--- config.mk ---
export PLATFORM = sky130hd
export DESIGN_NAME = irq_ctrl
export DESIGN_NICKNAME = d
export VERILOG_FILES = /design/src/rtl/irq_pkg.sv /design/src/rtl/irq_pend.sv /design/src/rtl/irq_prio.sv /design/src/rtl/irq_ctrl.sv
export SDC_FILE = /design/constraint.sdc
export NUM_CORES = 1
export LEC_CHECK = 0
export BUFFER_PORTS_ARGS = -buffer_cell sky130_fd_sc_hd__buf_4
export CAP_MARGIN = 20
export CORE_MARGIN = 2
export CORE_UTILIZATION = 46
export CTS_CLUSTER_DIAMETER = 30
export DETAILED_ROUTE_END_ITERATION = 7
export HOLD_SLACK_MARGIN = 0.05
export MAX_ROUTING_LAYER = met4
export PLACE_DENSITY = 0.76
export SYNTH_ARGS = -nofsm -noshare
export SYNTH_HDL_FRONTEND = slang
export SYNTH_SLANG_ARGS = --single-unit
--- constraint.sdc ---
create_clock -name clk_i -period 2.09 [get_ports clk_i]
set_input_delay 0.3135 -clock clk_i [delete_from_list [all_inputs] [get_ports clk_i]]
set_output_delay 0.3135 -clock clk_i [all_outputs]
set_load 0.005 [all_outputs]
--- src/rtl/irq_pkg.sv ---
package irq_pkg;
  typedef enum logic {
    REG_PEND = 1'b0,
    REG_EN   = 1'b1
  } reg_sel_e;
endpackage

--- src/rtl/irq_pend.sv ---
module irq_pend #(
  parameter int unsigned         NUM_SRC    = 8,
  parameter logic [NUM_SRC-1:0]  LEVEL_MASK = '0
) (
  input  logic               clk_i,
  input  logic               rst_ni,
  input  logic [NUM_SRC-1:0] event_i,
  input  logic [NUM_SRC-1:0] sw_clr_i,
  input  logic [NUM_SRC-1:0] hw_clr_i,
  output logic [NUM_SRC-1:0] pend_o
);
  for (genvar i = 0; i < NUM_SRC; i++) begin : g_src
    if (LEVEL_MASK[i]) begin : g_level
      assign pend_o[i] = event_i[i];
    end else begin : g_flag
      logic flag_q;
      always_ff @(posedge clk_i or negedge rst_ni) begin
        if (!rst_ni) flag_q <= 1'b0;
        else         flag_q <= event_i[i] | (flag_q & ~sw_clr_i[i] & ~hw_clr_i[i]);
      end
      assign pend_o[i] = flag_q;


      flag_set_chk: assert property (@(posedge clk_i) disable iff (!rst_ni)
        event_i[i] |=> pend_o[i]);

      flag_clr_chk: assert property (@(posedge clk_i) disable iff (!rst_ni)
        (sw_clr_i[i] && !event_i[i]) |=> !pend_o[i]);
    end
  end
endmodule

--- src/rtl/irq_prio.sv ---
module irq_prio #(
  parameter int unsigned NUM_SRC = 8,
  localparam int unsigned IDX_W  = (NUM_SRC > 1) ? $clog2(NUM_SRC) : 1
) (
  input  logic               clk_i,
  input  logic               rst_ni,
  input  logic [NUM_SRC-1:0] active_i,
  output logic               found_o,
  output logic [IDX_W-1:0]   idx_o
);
  always_comb begin
    found_o = 1'b0;
    idx_o   = '0;
    for (int i = NUM_SRC - 1; i >= 0; i--) begin
      if (active_i[i]) begin
        found_o = 1'b1;
        idx_o   = IDX_W'(i);
      end
    end
  end


  winner_chk: assert property (@(posedge clk_i) disable iff (!rst_ni)
    found_o |-> (active_i[idx_o] &&
                 ((active_i & ((NUM_SRC'(1) << idx_o) - NUM_SRC'(1))) == '0)));
endmodule

--- src/rtl/irq_ctrl.sv ---
module irq_ctrl #(
  parameter int unsigned        NUM_SRC    = 8,
  parameter int unsigned        PC_W       = 16,
  parameter logic [NUM_SRC-1:0] LEVEL_MASK = 8'b1100_0000,
  parameter logic [PC_W-1:0]    BOOT_BASE  = 16'h7C00,
  localparam int unsigned       IDX_W      = (NUM_SRC > 1) ? $clog2(NUM_SRC) : 1
) (
  input  logic               clk_i,
  input  logic               rst_ni,
  input  logic [NUM_SRC-1:0] event_i,
  input  logic               reg_we_i,
  input  logic               reg_addr_i,
  input  logic [NUM_SRC-1:0] reg_wdata_i,
  output logic [NUM_SRC-1:0] reg_rdata_o,
  input  logic               tbl_sel_i,
  input  logic               gie_set_i,
  input  logic               gie_clr_i,
  input  logic               ack_i,
  input  logic               reti_i,
  input  logic               retire_i,
  output logic               irq_req_o,
  output logic [PC_W-1:0]    irq_vec_o,
  output logic               gie_o
);
  import irq_pkg::*;

  logic [NUM_SRC-1:0] en_q, pend, active, sw_clr, hw_clr;
  logic               gie_q, hold_q, found, take;
  logic [IDX_W-1:0]   idx;
  reg_sel_e           sel;

  assign sel    = reg_sel_e'(reg_addr_i);
  assign sw_clr = (reg_we_i && sel == REG_PEND) ? reg_wdata_i : '0;
  assign hw_clr = take ? (NUM_SRC'(1) << idx) : '0;

  irq_pend #(.NUM_SRC(NUM_SRC), .LEVEL_MASK(LEVEL_MASK)) u_pend (
    .clk_i    (clk_i),
    .rst_ni   (rst_ni),
    .event_i  (event_i),
    .sw_clr_i (sw_clr),
    .hw_clr_i (hw_clr),
    .pend_o   (pend)
  );

  assign active = pend & en_q;

  irq_prio #(.NUM_SRC(NUM_SRC)) u_prio (
    .clk_i    (clk_i),
    .rst_ni   (rst_ni),
    .active_i (active),
    .found_o  (found),
    .idx_o    (idx)
  );

  // disable instruction blocks a request in its own cycle
  assign irq_req_o = found & gie_q & ~hold_q & ~gie_clr_i;
  assign take      = irq_req_o & ack_i;
  assign irq_vec_o = (tbl_sel_i ? BOOT_BASE : '0) + (PC_W'(idx) + PC_W'(1)) * PC_W'(2);
  assign gie_o     = gie_q;
  assign reg_rdata_o = (sel == REG_EN) ? en_q : pend;

  always_ff @(posedge clk_i or negedge rst_ni) begin
    if (!rst_ni) begin
      en_q   <= '0;
      gie_q  <= 1'b0;
      hold_q <= 1'b0;
    end else begin
      if (reg_we_i && sel == REG_EN) en_q <= reg_wdata_i;
      if (take || gie_clr_i)         gie_q <= 1'b0;
      else if (reti_i || gie_set_i)  gie_q <= 1'b1;
      // one main-program instruction must retire after a return
      if (reti_i)        hold_q <= 1'b1;
      else if (retire_i) hold_q <= 1'b0;
    end
  end


  ack_gie_chk: assert property (@(posedge clk_i) disable iff (!rst_ni)
    (ack_i && irq_req_o) |=> !gie_o);

  reti_gie_chk: assert property (@(posedge clk_i) disable iff (!rst_ni)
    (reti_i && !gie_clr_i && !(ack_i && irq_req_o)) |=> gie_o);

  reti_hold_chk: assert property (@(posedge clk_i) disable iff (!rst_ni)
    reti_i |=> !irq_req_o);

  cli_block_chk: assert property (@(posedge clk_i) disable iff (!rst_ni)
    gie_clr_i |-> !irq_req_o);

  req_gate_chk: assert property (@(posedge clk_i) disable iff (!rst_ni)
    irq_req_o |-> (gie_o && (pend & en_q) != '0));
endmodule

Word level (Yosys, flattened, before mapping)
Index checks and enable logic that the tools add are counted.
{"block": "word_totals", "output_inout_bits": 26, "mem_bits_rw": 0, "in_bits": 26, "latchBits": 0, "n_memories": 0, "regBits": 16, "rom_bits": 0}
{"block": "classes", "n_lt_le_gt_ge": 0, "bitwise_logic": 38, "n_mul": 0, "n_shift": 1, "reduce_logical": 6, "mux": 24, "div_mod_pow": 0, "addsub": 2, "eq_ne": 0}
{"cell": "$mux W3", "n": 8}
{"cell": "$add A15 B5 Y16", "n": 1}
{"cell": "$and A1 B1 Y1", "n": 16}
{"cell": "$mux W15", "n": 1}
{"cell": "$not A1 Y1", "n": 15}
{"cell": "$mux W1", "n": 12}
{"cell": "$mux W6", "n": 2}
{"cell": "$and A8 B8 Y8", "n": 1}
{"cell": "$mux W8", "n": 1}
{"cell": "$or A1 B1 Y1", "n": 6}
{"cell": "$shl A1 B3 Y6 const A", "n": 1}
{"cell": "$add A3 B1 Y4 const B", "n": 1}
{"cell": "$reduce_bool A2 Y1", "n": 2}
{"cell": "$logic_and A1 B1 Y1", "n": 2}
{"cell": "$logic_or A1 B1 Y1", "n": 2}

Longest topological paths before layout
{"block": "depth", "word_depth": 17, "mapped_depth": 8, "depth_no_buf": 8}

Modules after synthesis
Synthesis repeated with hierarchy kept, for this count alone.
{"block": "unflattened", "cells_unflattened": 122, "hier_area_um2": 1211.2}
{"mod": "irq_ctrl", "cells_per_inst": 83, "area_each_um2": 853.3, "n_inst": 1}
{"mod": "irq_pend", "cells_per_inst": 26, "area_each_um2": 277.8, "n_inst": 1}
{"mod": "irq_prio", "cells_per_inst": 13, "area_each_um2": 80.1, "n_inst": 1}

Worst setup path before layout
OpenSTA, ideal clock, no wires.
{"block": "synth_path", "path_type": "reg2out", "from": "reg en_q[7]", "to": "out irq_vec_o[3]", "setup_slack_ps": 318, "t_arrival_ps": 1458, "path_stages_with_launch": 8, "n_path_buf": 0, "t_required_ps": 1776, "path_cell_list": "dfrtp_1 -> a22oi_1 -> nand2b_1 -> nand2_1 -> and2_1 -> ha_1 -> ha_1 -> inv_1"}
{"block": "synth_between", "elab_chain_len": 11}
{"item": "from (decl)", "line": "irq_ctrl.sv:27", "source": "logic [NUM_SRC-1:0] en_q, pend, active, sw_clr, hw_clr;"}
{"item": "from (signal assigned)", "line": "irq_ctrl.sv:68", "source": "if (reg_we_i && sel == REG_EN) en_q <= reg_wdata_i;"}
{"item": "$and A8 B8 Y8", "line": "irq_ctrl.sv:45", "source": "assign active = pend & en_q;"}
{"item": "$mux W3 (8 in a row)", "line": "irq_prio.sv:15", "source": "if (active_i[i]) begin"}
{"item": "$add A3 B1 Y4", "line": "irq_ctrl.sv:58", "source": "assign irq_vec_o = (tbl_sel_i ? BOOT_BASE : '0) + (PC_W'(idx) + PC_W'(1)) * PC_W'(2);"}
{"item": "$add A15 B5 Y16", "line": "irq_ctrl.sv:58"}
{"item": "to (decl)", "line": "irq_ctrl.sv:22", "source": "output logic [PC_W-1:0] irq_vec_o,"}
Every way passes these cells.

Worst setup path in the final report
Ends and elaborated chain as after synthesis.

==> results.md <==
- Synth cell types: 30
- Most common cell after layout, fill and taps aside: buf_4
- Via Count: between 900 and 1000
- Final ANT Viol Nets: 0
- Critical path startpoint: en_q[7]
- CP arrival: 1.89 ns
- Routability congestion estimate: 0.833
- Setup crit start kind: flip-flop
- H-tree depth: 1
- Chip height: ~53 µm
- Worst path required time: 1.78 ns
- Post-Syn Area per Cell: 10.6 µm²
- Worst Reg-to-Reg Cells: 9
- Initial DRC count: 21
- Sw frac: 0.321
- Minimum clock period: 2.20 ns
- # IOs: 52
- F_max: approximately 450 MHz
- Tot Pwr: 937 µW
- CP endpoint: irq_vec_o[3]
- Worst slew pin tran: 0.563 ns
- Drt drc: 0
- CTS tree: yes
- Gr usage total: 0.210
- Slew HR: 0.624
- Worst vdd ir: 0.369 mV
- Hpwl dp: 2.02 mm
- Power per cell area: between 600 and 700 nW/µm²
- Antenna cells: 0
- Clock root cell: clkbuf_4
- Failing checks: negative setup slack
- Psw: 301 µW
- Clk sinks: 16
- Layout Skew: 0.00654 ns
- Yosys reg bits: 16
- R2R Setup Slk: roughly 0.21 ns
- TritonCTS Buffers: 3
- Max clock buf depth: 2
- Dpl ws: 0.143 ns
- Initial core utilization: 0.492
- Wire per inst: 15.6 µm
- EDFF count, synth: 0
- Sequential-to-total area share from yosys stat: 0.361
- Max Cap Viol: 0
- RSZ-0062 raised after global routing: true
- Core footprint: 2250 µm²
- Largest net degree at the start of global routing: 17
- Worst r2r src: en_q[6]
- First-pass GRT wire length: 4.12 mm
- Initial antenna violation count: 0
- Comb pwr share: 0.416
- Ys Warns: 0
- Net count reported at finish: about 180
- WS Path Type: reg -> out
- Status: complete, but fails checks
- Proportion of layout cells with a drive suffix above 1: 0.591
- Overflow after GRT: 0
- Endpoints failing hold: 0
- Worst min path class: in -> reg
- Pre-Repair DR Iteration Count: 4
- Prevailing post-synth register cell: dfrtp_1
- Worst R2R End: u_pend.g_src[5].g_flag.flag_q
- Overall die width: about 53 µm
- Slew Viols, Final: 0
- Die Area: 2820 µm²
- Async SR Flop Fraction: 1.00
- Finished Cell Area: 1510 µm²
- Detailed-route vias per instance: roughly 5.4
- Clock transition at path regs: around 0.090 ns
- Internal: ~640 µW
- WL final: 2.76 mm
- Std-Cell Rows: 17
- IO Port Bufs: 38
- Crit Path Max Fanout: 3
- Clock network power share: 0.174
- Lkg Pwr: 0.670 nW
- Final setup margin: -0.109 ns
- Final setup fails: 2
- Placed cell area: 1360 µm²
- Crit end category: primary output
- Final Core Density: 0.671
- Proportion of power drawn by flip-flops and latches: 0.411
- Layout area overhead: 36.6%
- Post-Syn Instances: 105
- Vias in the first global route: ~960
- Mapped Area: 1110 µm²
- Most frequent cells in the layout: 46 x buf_4, 16 x mux2_2, 16 x dfrtp_1, 14 x nand2_1, 7 x conb_1
- Fin crit share: 1.05
- Clock latency on the worst-skew pair: 0.29 ns
[cells by family after synthesis]
logic type,after synthesis,share of synthesized area
other,1,0.00338
adders and majority gates,5,0.0564
and+or+nand+nor,30,0.165
buffers and inverters,17,0.105
muxes,16,0.163
AOI/OAI and AO/OA,20,0.147
DFF,16,0.361
[per-layer routing]
metal,global-route usage,share of wire
met2,0.363,0.51
met5,-,0
met4,0.0769,0.015
met3,0.0537,0.054
met1,0.234,0.42
[synthesized netlist by cell type, types with 2 or more instances]
cell type,number,area share
mux2_2,16,0.16
a31o_2,4,0.032
nor3_1,2,0.0090
dfrtp_1,16,0.36
nor4b_1,2,0.016
buf_4,12,0.081
inv_1,4,0.014
a21oi_1,6,0.027
a21o_1,2,0.014
nor3b_1,2,0.014
nand2_1,15,0.051
a22oi_1,2,0.014
ha_1,5,0.056
[through the flow]
stage	hold slack [ns]	instances	TNS [ns]
after detailed placement	0.182	165	0
after global placement	0.183	165	0
after global routing	0.182	177	-0.319
final	0.192	177	-0.194
after CTS	0.186	173	-0.186
after floorplan	0.0179	111	0
[final cells by class]
class	count	area, µm²
fillers	188	741
inverters	4	15.0
multi-input cells	78	674
clock buffers	3	22.5
flip-flops and latches	16	400
well taps	28	35.0
repair buffers	48	367
[flip-flops by register name, summed over array words and instances (netlist names)]
register,cells
gie_o,1
hold_q,1
u_pend.g_src.g_flag.flag_q,6
en_q,8
[worst min-delay path by stage]
stage | start | to | slack, ns | cells after the start
2_1_floorplan | rst_ni | en_q[0] | 0.02 | 0
3_3_place_gp | rst_ni | en_q[6] | 0.18 | 1
3_5_place_dp | rst_ni | en_q[6] | 0.18 | 1
4_1_cts | gie_clr_i | gie_o | 0.19 | 2
5_1_grt | gie_clr_i | gie_o | 0.18 | 2
6_report | gie_clr_i | gie_o | 0.19 | 2
[worst max-delay path, stage by stage (launching register included)]
cell and delay, ns:
dfrtp_1 0.43, a22oi_2 0.21, nand2b_1 0.17, nand2_1 0.08, and2_4 0.18, ha_4 0.16
ha_4 0.25, inv_2 0.03, buf_6 0.10
[power groups by stage]
| stage | clock network [mW] | registers [mW] | logic (mW) |
|---|---|---|---|
| floorplan | 0 | 0.377 | 0.185 |
| global placement | 0 | 0.385 | 0.297 |
| detailed placement | 0 | 0.388 | 0.303 |
| CTS | 0.165 | 0.384 | 0.342 |
| global route | 0.178 | 0.389 | 0.426 |
| finish | 0.163 | 0.385 | 0.389 |
[repair_timing]
item	4_1_cts	5_1_grt
setup buffers	4	4
hold buffers	1	0
endpoints found under the setup margin	2	2
endpoints found under the hold margin	16	0
pin swaps	5	7
gates resized for setup	7	6
(Power assumes the default switching activity.)
